[src/rtl/pmc_pkg.sv]
package pmc_pkg;
  typedef enum logic [1:0] {
    PM_RUN  = 2'd0,
    PM_IDLE = 2'd1,
    PM_DOWN = 2'd2
  } pm_state_t;

  localparam int unsigned REQ_IDLE_BIT = 0;
  localparam int unsigned REQ_DOWN_BIT = 1;
  localparam int unsigned REQ_W        = 2;
endpackage

[src/rtl/pmc_rst_filter.sv]
module pmc_rst_filter #(
  parameter int unsigned HOLD_CYCLES = 24
) (
  input  logic clk,
  input  logic rst,
  input  logic pin_i,
  output logic rst_o
);
  localparam int unsigned CW = (HOLD_CYCLES > 2) ? $clog2(HOLD_CYCLES) : 1;
  localparam logic [CW-1:0] LAST = CW'(HOLD_CYCLES - 1);

  logic [CW-1:0] cnt_q;

  // Counts consecutive high samples; saturates one below the threshold so
  // that the next high sample qualifies the reset.
  always_ff @(posedge clk) begin
    if (rst) begin
      cnt_q <= '0;
      rst_o <= 1'b0;
    end else if (!pin_i) begin
      cnt_q <= '0;
      rst_o <= 1'b0;
    end else begin
      if (cnt_q != LAST) cnt_q <= cnt_q + 1'b1;
      rst_o <= (cnt_q == LAST);
    end
  end
endmodule

[src/rtl/pmc_mode_fsm.sv]
module pmc_mode_fsm
  import pmc_pkg::*;
(
  input  logic             clk,
  input  logic             rst,
  input  logic             sys_rst_i,
  input  logic             wr_i,
  input  logic [REQ_W-1:0] wdata_i,
  input  logic             instr_end_i,
  input  logic             irq_i,
  output pm_state_t        nxt_o,
  output logic             idle_bit_o,
  output logic             down_bit_o
);
  pm_state_t st_q;
  pm_state_t nxt;

  always_comb begin
    nxt = st_q;
    unique case (st_q)
      PM_RUN: begin
        if (instr_end_i && down_bit_o)      nxt = PM_DOWN;
        else if (instr_end_i && idle_bit_o) nxt = PM_IDLE;
      end
      PM_IDLE: if (irq_i) nxt = PM_RUN;
      PM_DOWN: nxt = PM_DOWN;
      default: nxt = PM_RUN;
    endcase
    if (sys_rst_i) nxt = PM_RUN;
  end

  always_ff @(posedge clk) begin
    if (rst) begin
      st_q <= PM_RUN;
    end else begin
      st_q <= nxt;
    end
  end

  // Control bits: writable only while running, deep sleep wins a tie,
  // cleared on any exit.
  always_ff @(posedge clk) begin
    if (rst || sys_rst_i) begin
      idle_bit_o <= 1'b0;
      down_bit_o <= 1'b0;
    end else if (st_q == PM_RUN) begin
      if (wr_i && wdata_i[REQ_DOWN_BIT]) begin
        down_bit_o <= 1'b1;
        idle_bit_o <= 1'b0;
      end else if (wr_i && wdata_i[REQ_IDLE_BIT] && !down_bit_o) begin
        idle_bit_o <= 1'b1;
      end
    end else if (st_q == PM_IDLE && nxt == PM_RUN) begin
      idle_bit_o <= 1'b0;
    end
  end

  assign nxt_o = nxt;
endmodule

[src/rtl/pmc_pin_ctrl.sv]
module pmc_pin_ctrl
  import pmc_pkg::*;
(
  input  logic      clk,
  input  logic      rst,
  input  pm_state_t nxt_i,
  input  logic      ext_code_i,
  output logic      cpu_clk_en_o,
  output logic      per_clk_en_o,
  output logic      strobe_ovr_o,
  output logic      ale_lvl_o,
  output logic      psen_n_lvl_o,
  output logic      p0_hiz_o,
  output logic      p2_addr_hold_o
);
  logic asleep;
  logic light;

  assign asleep = (nxt_i != PM_RUN);
  assign light  = (nxt_i == PM_IDLE);

  always_ff @(posedge clk) begin
    if (rst) begin
      cpu_clk_en_o   <= 1'b1;
      per_clk_en_o   <= 1'b1;
      strobe_ovr_o   <= 1'b0;
      ale_lvl_o      <= 1'b0;
      psen_n_lvl_o   <= 1'b0;
      p0_hiz_o       <= 1'b0;
      p2_addr_hold_o <= 1'b0;
    end else begin
      cpu_clk_en_o   <= !asleep;
      per_clk_en_o   <= (nxt_i != PM_DOWN);
      strobe_ovr_o   <= asleep;
      ale_lvl_o      <= light;
      psen_n_lvl_o   <= light;
      p0_hiz_o       <= asleep && ext_code_i;
      p2_addr_hold_o <= light && ext_code_i;
    end
  end
endmodule

[src/rtl/pmc_top.sv]
module pmc_top
  import pmc_pkg::*;
#(
  parameter int unsigned HOLD_CYCLES = 24
) (
  input  logic       clk,
  input  logic       rst,
  input  logic       reg_wr_i,
  input  logic [1:0] wdata_i,
  input  logic       instr_end_i,
  input  logic       irq_pend_i,
  input  logic       rst_pin_i,
  input  logic       ext_code_i,
  output logic       cpu_clk_en_o,
  output logic       per_clk_en_o,
  output logic       sys_rst_o,
  output logic       mode_idle_o,
  output logic       mode_pd_o,
  output logic       strobe_ovr_o,
  output logic       ale_lvl_o,
  output logic       psen_n_lvl_o,
  output logic       p0_hiz_o,
  output logic       p2_addr_hold_o
);
  pm_state_t nxt;

  pmc_rst_filter #(.HOLD_CYCLES(HOLD_CYCLES)) u_filt (
    .clk   (clk),
    .rst   (rst),
    .pin_i (rst_pin_i),
    .rst_o (sys_rst_o)
  );

  pmc_mode_fsm u_fsm (
    .clk         (clk),
    .rst         (rst),
    .sys_rst_i   (sys_rst_o),
    .wr_i        (reg_wr_i),
    .wdata_i     (wdata_i),
    .instr_end_i (instr_end_i),
    .irq_i       (irq_pend_i),
    .nxt_o       (nxt),
    .idle_bit_o  (mode_idle_o),
    .down_bit_o  (mode_pd_o)
  );

  pmc_pin_ctrl u_pins (
    .clk            (clk),
    .rst            (rst),
    .nxt_i          (nxt),
    .ext_code_i     (ext_code_i),
    .cpu_clk_en_o   (cpu_clk_en_o),
    .per_clk_en_o   (per_clk_en_o),
    .strobe_ovr_o   (strobe_ovr_o),
    .ale_lvl_o      (ale_lvl_o),
    .psen_n_lvl_o   (psen_n_lvl_o),
    .p0_hiz_o       (p0_hiz_o),
    .p2_addr_hold_o (p2_addr_hold_o)
  );
endmodule

[config.mk]
export PLATFORM = sky130hd
export DESIGN_NAME = pmc_top
export DESIGN_NICKNAME = d
export VERILOG_FILES = /design/src/rtl/pmc_pkg.sv /design/src/rtl/pmc_rst_filter.sv /design/src/rtl/pmc_mode_fsm.sv /design/src/rtl/pmc_pin_ctrl.sv /design/src/rtl/pmc_top.sv
export SDC_FILE = /design/constraint.sdc
export NUM_CORES = 1
export LEC_CHECK = 0
export ABC_CLOCK_PERIOD_IN_PS = 1400
export BUFFER_PORTS_ARGS = -buffer_cell sky130_fd_sc_hd__buf_4
export CAP_MARGIN = 20
export CORE_AREA = 10 10 47 49
export CTS_BUF_LIST = sky130_fd_sc_hd__clkbuf_8
export DETAILED_ROUTE_END_ITERATION = 16
export DIE_AREA = 0 0 57 59
export GPL_TIMING_DRIVEN = 0
export PLACE_DENSITY = 0.84
export SYNTH_ARGS = -nofsm -noshare
export SYNTH_HDL_FRONTEND = slang
export SYNTH_SLANG_ARGS = --single-unit
[constraint.sdc]
create_clock -name clk -period 1.4 [get_ports clk]
set_input_delay 0.14 -clock clk [delete_from_list [all_inputs] [get_ports clk]]
set_output_delay 0.14 -clock clk [all_outputs]
set_load 0.005 [all_outputs]
==> results.sh <==
export IMPL_hpwl_um=1130
export IMPL_drt_first_pass_iters=3
export IMPL_finClkSkew_ns=0.000474
export IMPL_startpoint="u_fsm.st_q[0]"
export IMPL_clkSlewWorstSetupHoldPaths_ns=0.06
export IMPL_ys_seq_elements=16
export IMPL_crit_type="reg -> reg"
export IMPL_cts_num_sinks=16
export IMPL_gp_congestion=0.703
export IMPL_status="complete, no violations"
export IMPL_slew_headroom=0.720
export IMPL_avgSynthCellArea_um2=11.3
export IMPL_setup_violations=0
export IMPL_drcViolationCount=0
export IMPL_avgViaCountPerCell=5.23
export IMPL_start_util=0.451
export IMPL_dieHeight_um=59
export IMPL_gr_total_overflow=0
export IMPL_drive_gt1_frac=0.325
export IMPL_cp_end_kind="flip-flop"
export IMPL_final_hold_viol_count=0
export IMPL_timing_final_crit_share=0.936
export IMPL_drt_wl_total_um=1330
export IMPL_rsz0062_at_grt="false"
export IMPL_ant_nets=0
export IMPL_hold_slack_ns=0.109
export IMPL_synth_main_ff_cell="dfxtp_1"
export IMPL_hold_start="ext_code_i"
export IMPL_async_flop_share=0
export IMPL_synth_warnings=0
export IMPL_critPathMaxFanout=6
export IMPL_grt_max_degree=9
export IMPL_maxCapViolations=0
export IMPL_cts_setup_buffers=0
export IMPL_die_w_um=57
export IMPL_fmax_mhz=764
export IMPL_synthCells=56
export IMPL_antenna_found_initial=0
export IMPL_yosysSeqAreaShare=0.507
export IMPL_synth_edf_count=0
export IMPL_hold_class="in -> reg"
export IMPL_slew_violations=0
export IMPL_dp_slack_ns=0.110
export IMPL_diodes=0
export IMPL_nets=89
export IMPL_vdd_drop_max_mv=0.945
export IMPL_grt_pass1_vias=477
export IMPL_io_buffers=18
export IMPL_synthToLayoutAreaGrowth_pct=31.1
export IMPL_worst_slew_pin_slew_ns=0.417
export IMPL_final_fill_count=130
export IMPL_die_area_mm2=0.00336
export IMPL_r2r_start="u_fsm.st_q[0]"
export IMPL_h_tree_depth=1
export IMPL_powerDensity_mw_per_mm2=1080
export IMPL_tritoncts="done"
export IMPL_startpoint_type="flip-flop"
export IMPL_rows=14
export IMPL_critPathArrivalTime_ns=1.49
export IMPL_cts_buffers=3
export IMPL_tns_ns=0
export IMPL_ys_types=29
export IMPL_cts_resized=0
export IMPL_syn_nets=66
export IMPL_layout_common_cells="buf_4 (19), dfxtp_1 (16), nor2_1 (7)"
export IMPL_cts_buffer_depth=2
export IMPL_clockRootBuffer="clkbuf_8"
export IMPL_vias=486
export IMPL_period_needed_ns=1.31
export IMPL_clk_latency_ns=0.24
export IMPL_io_pins=19
export IMPL_drt_iter0_markers=6
export IMPL_grt_usage=0.0753
export IMPL_wl_per_cell_um=14.3
export IMPL_layout_commonest_cell="buf_4"
export IMPL_holdBufCountCts=0
export IMPL_setup_ws_ns=0.0903
export IMPL_p_leak_uw=0.000337
export IMPL_cp_data_required_time_ns=1.58
export IMPL_core_area_mm2=0.00140
export IMPL_grt_pass1_wl_um=1980
export IMPL_syn_area_um2=632
[final timing paths]
path / end / slack [ns] / cells past startpoint
max: u_pins.p2_addr_hold_o / 0.09 / 3
min: u_pins.p0_hiz_o / 0.11 / 2
max reg2reg: u_pins.p2_addr_hold_o / 0.09 / 3
min reg2reg: u_filt.cnt_q[2] / 0.51 / 2
[synthesized netlist by cell type (all sizes together), types with 2 or more instances]
cell type | instances | area share
nand4bb | 2 | 0.061
xor2 | 2 | 0.028
a2111oi | 2 | 0.057
nand3 | 3 | 0.024
dfxtp | 16 | 0.51
nand2b | 3 | 0.030
a31oi | 2 | 0.020
nor2 | 7 | 0.042
[cell families (layout without fill, tap and decap cells)]
group / after synthesis / after routing / synth area share
DFF: 16 / 16 / 0.507
xor gates and xnor gates: 3 / 3 / 0.0416
and+or+nand+nor: 25 / 25 / 0.275
adders and majority gates: 1 / 1 / 0.0198
AOI/OAI and AO/OA: 8 / 8 / 0.123
buffers and inverters: 2 / 23 / 0.0178
muxes: 1 / 1 / 0.0158
[routing by layer]
metal / GRT usage / up-vias / share of wire
met5: 0 / - / 0
met2: 0.150 / 8 / 0.58
met1: 0.0534 / 226 / 0.34
met4: 0.0503 / 0 / 0.020
li1: - / 248 / -
met3: 0.0365 / 4 / 0.055
[where the power goes]
group	switching [µW]	internal, µW
combinational	33.8	51.9
clock	137	190
sequential	13.7	473
total	184	715
[critical path, stage by stage, from the launching register on]
cell	delay, ns
dfxtp_1	0.44
nand2b_1	0.15
a2111oi_4	0.48
and2_1	0.19
[per-stage QoR]
step                      power, µW  cell area (µm²)   util  instances
after CTS                       910              828  0.591         93
after floorplan                 532              632      -         56
after global placement          579              787  0.562         90
after global routing            936              828  0.591         93
final                           899              828  0.591         93
after detailed placement        584              787  0.562         90
[registers in the layout (all words and copies together) (netlist names)]
| name | cells |
|---|---|
| u_filt.rst_o | 1 |
| u_fsm.idle_bit_o | 1 |
| u_pins.strobe_ovr_o | 1 |
| u_filt.cnt_q | 5 |
| u_fsm.down_bit_o | 1 |
| u_pins.p2_addr_hold_o | 1 |
| u_pins.per_clk_en_o | 1 |
| u_pins.ale_lvl_o | 1 |
| u_pins.p0_hiz_o | 1 |
| u_fsm.st_q | 2 |
| u_pins.cpu_clk_en_o | 1 |
[layout make-up]
class,instances,area (µm²),area share
Buffer,1,7.51,0.00906
Clock buffer,3,41.3,0.0498
Tap cell,16,20.0,0.0242
Sequential cell,16,320,0.387
Timing Repair Buffer,18,135,0.163
Multi-Input combinational cell,38,300,0.363
Inverter,1,3.75,0.00453
Power figures use the tool's default switching activity.
